===== config.mk =====
export PLATFORM = sky130hd
export DESIGN_NAME = flash_range_guard
export DESIGN_NICKNAME = d
export VERILOG_FILES = /design/src/rtl/fpr_pkg.sv /design/src/rtl/fpr_range_bank.sv /design/src/rtl/fpr_window_match.sv /design/src/rtl/flash_range_guard.sv
export SDC_FILE = /design/constraint.sdc
export NUM_CORES = 1
export LEC_CHECK = 0
export ABC_AREA = 0
export BUFFER_PORTS_ARGS = -buffer_cell sky130_fd_sc_hd__buf_2
export CAP_MARGIN = 15
export CORE_MARGIN = 2
export CORE_UTILIZATION = 46
export DETAILED_ROUTE_END_ITERATION = 10
export GPL_TIMING_DRIVEN = 0
export PLACE_DENSITY = 0.73
export SKIP_LAST_GASP = 1
export SYNTH_ARGS = -nofsm -noshare
export SYNTH_HDL_FRONTEND = slang
export SYNTH_SLANG_ARGS = --single-unit

===== constraint.sdc =====
create_clock -name clk -period 6.25 [get_ports clk]
set_input_delay 1.25 -clock clk [delete_from_list [all_inputs] [get_ports clk]]
set_output_delay 1.25 -clock clk [all_outputs]
set_load 0.02 [all_outputs]

===== src/rtl/fpr_pkg.sv =====
package fpr_pkg;

    localparam int WORD_W = 32;
    localparam int PAGE_W = 12;
    localparam int LIM_W  = 13;
    localparam int SPAN_W = PAGE_W + LIM_W;

    typedef enum logic [1:0] {
        KIND_READ  = 2'd0,
        KIND_PROG  = 2'd1,
        KIND_ERASE = 2'd2,
        KIND_OTHER = 2'd3
    } kind_e;

    typedef struct packed {
        logic             wr_prot;
        logic             rd_prot;
        logic [LIM_W-1:0] hi_page;
        logic [LIM_W-1:0] lo_page;
    } range_t;

    // Unpack a software word; reserved bits are simply not kept.
    function automatic range_t word_to_range(logic [WORD_W-1:0] w);
        range_t r;
        r.wr_prot = w[31];
        r.rd_prot = w[15];
        r.hi_page = w[28:16];
        r.lo_page = w[12:0];
        return r;
    endfunction

    function automatic logic [WORD_W-1:0] range_to_word(range_t r);
        return {r.wr_prot, 2'b00, r.hi_page, r.rd_prot, 2'b00, r.lo_page};
    endfunction

    // Reads use the read enable; every other kind uses the write/erase enable.
    function automatic logic prot_applies(range_t r, kind_e k);
        return (k == KIND_READ) ? r.rd_prot : r.wr_prot;
    endfunction

endpackage


===== src/rtl/fpr_range_bank.sv =====
module fpr_range_bank
    import fpr_pkg::*;
#(
    parameter int NUM_RANGES = 5,
    parameter int IDX_W      = 3
) (
    input  logic                           clk,
    input  logic                           rst,
    input  logic                           lock_in,
    input  logic                           wr_en,
    input  logic [IDX_W-1:0]               wr_idx,
    input  logic [WORD_W-1:0]              wr_data,
    input  logic [IDX_W-1:0]               rd_idx,
    output logic [WORD_W-1:0]              rd_data,
    output range_t [NUM_RANGES-1:0]        ranges_o
);

    logic   locked_q;
    logic   frozen;
    range_t [NUM_RANGES-1:0] ranges_q;

    assign frozen = locked_q | lock_in;

    always_ff @(posedge clk) begin
        if (rst)
            locked_q <= 1'b0;
        else if (lock_in)
            locked_q <= 1'b1;
    end

    for (genvar gi = 0; gi < NUM_RANGES; gi++) begin : g_entry
        always_ff @(posedge clk) begin
            if (rst)
                ranges_q[gi] <= '0;
            else if (wr_en && !frozen && (wr_idx == IDX_W'(gi)))
                ranges_q[gi] <= word_to_range(wr_data);
        end
    end

    always_comb begin
        rd_data = '0;
        for (int i = 0; i < NUM_RANGES; i++) begin
            if (rd_idx == IDX_W'(i))
                rd_data = range_to_word(ranges_q[i]);
        end
    end

    assign ranges_o = ranges_q;

endmodule


===== src/rtl/fpr_window_match.sv =====
module fpr_window_match
    import fpr_pkg::*;
#(
    parameter int ADDR_W = 24,
    parameter int LEN_W  = 7
) (
    input  range_t              rng,
    input  kind_e               kind,
    input  logic [ADDR_W-1:0]   start,
    input  logic [LEN_W-1:0]    len,
    output logic                hit
);

    localparam int BASE_W = (SPAN_W > ADDR_W) ? SPAN_W : ADDR_W;
    localparam int CALC_W = ((BASE_W > LEN_W) ? BASE_W : LEN_W) + 1;

    logic [CALC_W-1:0] first_b;
    logic [CALC_W-1:0] last_b;
    logic [CALC_W-1:0] lo_b;
    logic [CALC_W-1:0] hi_b;
    logic              nonempty;
    logic              overlap;

    always_comb begin
        first_b  = CALC_W'(start);
        last_b   = first_b + CALC_W'(len) - CALC_W'(1);
        lo_b     = CALC_W'({rng.lo_page, {PAGE_W{1'b0}}});
        hi_b     = CALC_W'({rng.hi_page, {PAGE_W{1'b1}}});
        nonempty = (lo_b <= hi_b);
        overlap  = (first_b <= hi_b) && (last_b >= lo_b);
        hit      = (len != '0) && prot_applies(rng, kind) && nonempty && overlap;
    end

endmodule


===== src/rtl/flash_range_guard.sv =====
module flash_range_guard
    import fpr_pkg::*;
#(
    parameter int NUM_RANGES = 5,
    parameter int ADDR_W     = 24,
    parameter int LEN_W      = 7,
    localparam int IDX_W     = (NUM_RANGES > 1) ? $clog2(NUM_RANGES + 1) : 1
) (
    input  logic               clk,
    input  logic               rst,
    input  logic               lock_in,
    input  logic               reg_wr_en,
    input  logic [IDX_W-1:0]   reg_wr_idx,
    input  logic [31:0]        reg_wdata,
    input  logic [IDX_W-1:0]   reg_rd_idx,
    output logic [31:0]        reg_rdata,
    input  logic               req_valid,
    input  logic [ADDR_W-1:0]  req_addr,
    input  logic [1:0]         req_kind,
    input  logic [LEN_W-1:0]   req_len,
    output logic               grant_o,
    output logic               block_o
);

    range_t [NUM_RANGES-1:0] ranges;
    logic   [NUM_RANGES-1:0] hits;
    logic                    any_hit;
    kind_e                   kind;
    logic                    grant_q;
    logic                    block_q;

    assign kind = kind_e'(req_kind);

    fpr_range_bank #(
        .NUM_RANGES (NUM_RANGES),
        .IDX_W      (IDX_W)
    ) u_bank (
        .clk      (clk),
        .rst      (rst),
        .lock_in  (lock_in),
        .wr_en    (reg_wr_en),
        .wr_idx   (reg_wr_idx),
        .wr_data  (reg_wdata),
        .rd_idx   (reg_rd_idx),
        .rd_data  (reg_rdata),
        .ranges_o (ranges)
    );

    for (genvar gi = 0; gi < NUM_RANGES; gi++) begin : g_match
        fpr_window_match #(
            .ADDR_W (ADDR_W),
            .LEN_W  (LEN_W)
        ) u_match (
            .rng   (ranges[gi]),
            .kind  (kind),
            .start (req_addr),
            .len   (req_len),
            .hit   (hits[gi])
        );
    end

    assign any_hit = |hits;

    always_ff @(posedge clk) begin
        if (rst) begin
            grant_q <= 1'b0;
            block_q <= 1'b0;
        end else begin
            grant_q <= req_valid && !any_hit;
            block_q <= req_valid && any_hit;
        end
    end

    assign grant_o = grant_q;
    assign block_o = block_q;

endmodule


Yosys cells after proc, flatten, opt, wreduce, memory -nomap -nowiden
Cells that the tools add are included.
W data, S select, Z words.
Operators by class
  add/subtract/negate cells: 2
  magnitude comparators: 15
  equality and inequality tests: 8
  mux-type cells: 10
  bitwise operators: 1
  reduce and logical (&&, ||, !) cells: 35
Operators with widths (count)
  $mux W32: 5
  $ge A26 B25 Y1: 5
  $le A24 B25 Y1: 5
  $le A25 B25 Y1: 5
  $logic_and A1 B1 Y1: 28
  $sub A26 B1 Y26 const B: 1
  $add A24 B7 Y25: 1
  $eq A3 B2 Y1 const B: 4
  $reduce_bool A7 Y1: 1
  $eq A3 B1 Y1 const B: 2
  $eq A3 B3 Y1 const B: 2
  $logic_not A3 Y1: 2
  $mux W1: 5
  $reduce_or A5 Y1: 1
  $logic_not A1 Y1: 2
  $logic_not A2 Y1: 1
  $or A1 B1 Y1: 1
Storage, ports and cells
  register bits after elaboration: 143
  input port bits: 76
  output and inout port bits: 34
  logic and storage cells: 94

Logic depth before layout (Yosys ltp)
  depth after elaboration: 8
  depth in mapped cells: 23
  depth with buffers taken out: 22

Modules after synthesis
Synthesis repeated with hierarchy kept, for this count alone.
Unflattened totals
  cell total of the unflattened synthesis: 2233
  area total of the unflattened synthesis: 17944.7 um2
By module, submodules not included
  fpr_window_match (g_match[0].u_match ...): instances 4, cells an instance 293, area each 2254.7 um2, seq. area each 0.0 um2
  fpr_range_bank: instances 1, cells an instance 764, area each 6648.9 um2, seq. area each 2822.7 um2
  fpr_window_match (g_match[1].u_match): instances 1, cells an instance 291, area each 2199.6 um2, seq. area each 0.0 um2
  flash_range_guard: instances 1, cells an instance 6, area each 77.6 um2, seq. area each 40.0 um2

Worst setup path before layout
OpenSTA, ideal clock, no wires.
  kind: input to register
  start: input req_addr[0]
  end: register block_q, in the netlist block_o
  setup time: 0.115 ns
  arrival time: 5.755 ns
  required time: 6.135 ns
  setup slack: 0.380 ns
  stages: 22
  path buffers: 1
  path through: ha_1 -> inv_1 -> fa_1 -> nand2b_1 -> a21o_1 -> a21oi_1 -> xnor2_1 -> and4_1 -> buf_4 -> nand4_1 -> nor2_1 -> and3_1 -> o41ai_1 -> ha_1 -> nand3_1 -> nor2_1 -> a221oi_1 -> o21ai_0 -> a222oi_1 -> o21ai_1 -> or4_4 -> o21ba_1
Between the ends
  word-level cells in the longest chain between the ends: 7
  elaborated cells between the ends (all ways): 24
  classes of those cells: 2 x add/sub; 10 x order compare; 12 x reduce/logical
Ends and longest elaborated chain
  start, declared: RTL line flash_range_guard.sv:18  | input logic [ADDR_W-1:0] req_addr,
  $add A24 B7 Y25: RTL line fpr_window_match.sv:26  | last_b = first_b + CALC_W'(len) - CALC_W'(1);
  $sub A26 B1 Y26: RTL line fpr_window_match.sv:26
  $ge A26 B25 Y1: RTL line fpr_window_match.sv:30  | overlap = (first_b <= hi_b) && (last_b >= lo_b);
  $logic_and A1 B1 Y1: RTL line fpr_window_match.sv:30
  $logic_and A1 B1 Y1: RTL line fpr_window_match.sv:31  | hit = (len != '0) && prot_applies(rng, kind) && nonempty && overlap;
  $reduce_or A5 Y1 (*): RTL line flash_range_guard.sv:62  | assign any_hit = |hits;
  $logic_and A1 B1 Y1 (*): RTL line flash_range_guard.sv:70  | block_q <= req_valid && any_hit;
  end signal, assigned: RTL line flash_range_guard.sv:70
  end, declared: RTL line flash_range_guard.sv:30  | logic block_q;
Every way passes the cells marked *; elsewhere a longest branch is shown, timed or not.
A chain may end at the register's enable or synchronous reset.

Worst setup path after layout
  start: input req_len[0]
  end: register block_q, in the netlist block_o
Between the ends
  word-level cells in the longest chain between the ends: 7
  elaborated cells between the ends (all ways): 30
  classes of those cells: 2 x add/sub; 5 x order compare; 23 x reduce/logical
Ends and longest elaborated chain
  start, declared: RTL line flash_range_guard.sv:20  | input logic [LEN_W-1:0] req_len,
  $add A24 B7 Y25: RTL line fpr_window_match.sv:26
  $sub A26 B1 Y26: RTL line fpr_window_match.sv:26
  $ge A26 B25 Y1: RTL line fpr_window_match.sv:30
  $logic_and A1 B1 Y1: RTL line fpr_window_match.sv:30
  $logic_and A1 B1 Y1: RTL line fpr_window_match.sv:31
  $reduce_or A5 Y1 (*): RTL line flash_range_guard.sv:62
  $logic_and A1 B1 Y1 (*): RTL line flash_range_guard.sv:70
Marks and branches as above.

==> reports/metrics.yaml <==
syn-cell-area_mm2: 0.0117
design.die.area_mm2: 0.0268
synth_top_family_by_area: "simple AND/OR/NAND/NOR gates"
timing.critical_path.to_type: "flip-flop"
core-area_mm2: 0.0251
vias: 12600
postLayoutCoreUtil: 0.535
number_of_library_cell_types_mapped_by_synthesis: 68
setup_tns_ns: 0
synth_largest_type_area_fraction: 0.244
route.final.wire_length_um: 45500
rows: 58
status: "completed"
crit_fanout: 8
cts_tree: "done"
hpwlAfterDp_um: 36100
finish_stage_setup_viols: 0
crit_type: "primary input to flip-flop"
yosys.area_share.xor_xnor: 0.0217
synth.avg_cell_area_um2: 7.53
maxCapViolations: 0
num-nets-final: 1954
reg2reg_depth: 11
synth-async-reset-ratio: 0
delay_of_the_slowest_critical_path_stage_ns: 0.57
wl_per_cell_um: 22.4
numClockSinks: 143
timing.hold.worst_path_depth: 2
timing.fmax_mhz: 166
path_cells: "buf_2, ha_2, inv_1, fa_1, nand2b_4, a21o_1, a21oi_2, xnor2_1, and4_1, buf_6, nand4b_4, or4b_1, a32oi_2, xnor2_2, buf_4, ha_1, nand3_1, nor2_1, a221oi_1, o21ai_1, a222oi_1, o21ai_1, or4_4, o21ba_1"
num_io_pins: 110
timing.reg2reg.setup_slack_ns: 2.47
die_h_um: 164
netlist_instances: 1558
post_synth_fa_ha_maj_area_fraction: 0.207
synth_compound_area_frac: 0.210
crit_top_cell: "o21ai_1"
worst_skew_ns: 0.00865
fin_ws_ns: 0.212
cts.root.buffer_cell: "clkbuf_16"
global_route.usage.met3: 0.0648
routabilityCongestion: 0.972
worst_hold_startpoint: "u_bank.ranges_o[15]"
synth_area_in_simple_gates: 0.210
worst_slew_margin_rel: 0.233
maximum_number_of_pins_on_one_net_before_global_route_repair: 18
use_met2: 0.514
slew_violations: 0
global_route.overflow_total: 0
seq_area_frac_synth: 0.244
routed_via_density: 6.21
multiInputGateArea_mm2: 0.00818
detail_route.iter0.violations: 1511
starting_density_of_the_core: 0.467
first_global_vias: 11800
ys_ff_latch: 143
peakVddDrop_mv: 0.159
postRouteAntennaNets: 0
cts-root-to-sink-buffers: 2
mostFrequentLayoutCells: "nand2_1, a21oi_1, ha_1"
rsz_0062_raised_after_global_routing: "no"
clock_insertion_delay_worst_skew_ns: 0.44
critical_path.startpoint_type: "primary input"
post_route_cells_drive_above_1_share: 0.107
synth.area.mux_share: 0.0365
rr_endpoint: "block_o"
port_buffers: 97
synth-edff-count: 0
globalRouteMet1Util: 0.453
die-width_um: 164
detailedRoute.firstPassIterationCount: 6
number_of_antenna_cells_inserted: 0
drc_errors: 0
clkSlewWorstSetupHoldPaths_ns: 0.07
crit_required_ns: 6.59
cp.arrival_ns: 6.38
synth_ff_type: "dfxtp_1"
register_area_mm2: 0.00286
holdPathEnd: "u_bank.ranges_o[15]"
yosys_warnings: 0
areaGrowthSynthToFinish_pct: 14.5
worst_r2r_startpoint: "u_bank.ranges_o[125]"
globalRoute.busiestLayer: "met2"
grt_use_total: 0.339
post-layout-total-power_mw: 2.38
worst_hold_margin_ns: 0.475
tritoncts_buffer_count: 17
crit_path_top_delay_cell: "or4_4"
clock_tree.htree_level_count: 4
min_path_type: "flip-flop to flip-flop"
worst_slew_pin_slew_ns: 1.14
yosys.area.top_type: "dfxtp_1"
post-route-min-period_ns: 6.04
grt_pass1_wl_um: 67700
number_of_antenna_violations_at_the_first_check_in_global_routing: 1
cellPowerDensity_mw_per_mm2: 178
share_of_the_cycle_needed_by_the_critical_path_after_routing: 0.966
layout.filler_cells: 2472
yosys-top-cells-area: "dfxtp_1, ha_1, nand2_1, a21oi_1, inv_1"
dp_slack_ns: -0.763
finalHoldViolations: 0
commonest_non_fill_non_tap_cell_in_the_layout: "nand2_1"
leakage_nw: 5.10
per-layer routing:
metal  vias to the layer above  share of wire  wire (µm)
li1                       5765              -          -
met1                      5870           0.40      18300
met2                       772           0.42      19000
met3                       179           0.11       5080
met4                         0          0.069       3140
met5                         -              0          0
registers in the layout, summed over array words and instances (netlist names):
name and cells:
block_o 1, u_bank.ranges_o 140, grant_o 1, u_bank.locked_q 1
cell type report:
| type | instances | share of cell area |
|---|---|---|
| Sequential cell | 143 | 0.213 |
| Clock inverter | 15 | 0.0121 |
| Multi-Input combinational cell | 1203 | 0.610 |
| Clock buffer | 17 | 0.0317 |
| Timing Repair Buffer | 105 | 0.0405 |
| Buffer | 71 | 0.0218 |
| Inverter | 144 | 0.0403 |
| Tap cell | 330 | 0.0308 |
timing repair:
item | 4_1_cts | 5_1_grt
pin swaps | 0 | 7
gates resized for setup | 5 | 21
setup endpoints to repair | 2 | 2
cloned | 0 | 0
hold buffers | 0 | 0
buffers inserted | 1 | 6
cell families (layout without fill, tap and decap cells):
logic type	count (synthesis)	count (layout)
XOR/XNOR	29	29
buffers and inverters	215	352
adder cells (fa/ha/maj)	193	193
AND/OR/NAND/NOR	537	537
multiplexers	34	34
flip-flops	143	143
AO/OA/AOI/OAI	406	406
other	1	4
report_power, final:
group          leakage (nW)  total (mW)  switching (mW)  internal [mW]
registers              1.15       0.932          0.0119          0.920
logic                  3.65       0.408           0.265          0.144
clock network         0.291        1.04           0.505          0.538
through the flow:
stage	instance area (µm²)	cells
global placement	12600	1988
finish	13400	2028
floorplan	11700	1561
detailed placement	12600	1989
CTS	13300	2022
global route	13400	2028
worst max-delay path, delay by kind of cell:
kind,cells,cell delay (ns)
compound gates,8,1.66
fa+ha+maj,3,0.82
buf+inv,4,0.51
xor+xnor,2,0.34
simple gates,7,1.77
synth_stat cells, types with 10 or more instances:
cell type	instances
a2111oi_0	10
a211oi_1	16
a21o_1	23
a21oi_1	209
a22oi_1	21
and3_1	12
clkbuf_1	60
dfxtp_1	143
ha_1	192
inv_1	144
mux2i_1	27
nand2_1	316
nand2b_1	10
nand3_1	31
nand4_1	34
nor2_1	66
nor2b_1	10
nor4_1	10
o211ai_1	12
o21a_1	15
o21ai_0	39
o22ai_1	22
xnor2_1	20
worst max path at each step:
| stage | startpoint | end |
|---|---|---|
| floorplan | req_addr[0] | block_o |
| global placement | req_len[0] | block_o |
| detailed placement | req_len[0] | block_o |
| CTS | req_len[0] | block_o |
| global route | req_len[0] | block_o |
| finish | req_len[0] | block_o |
Power figures use the tool's default switching activity.
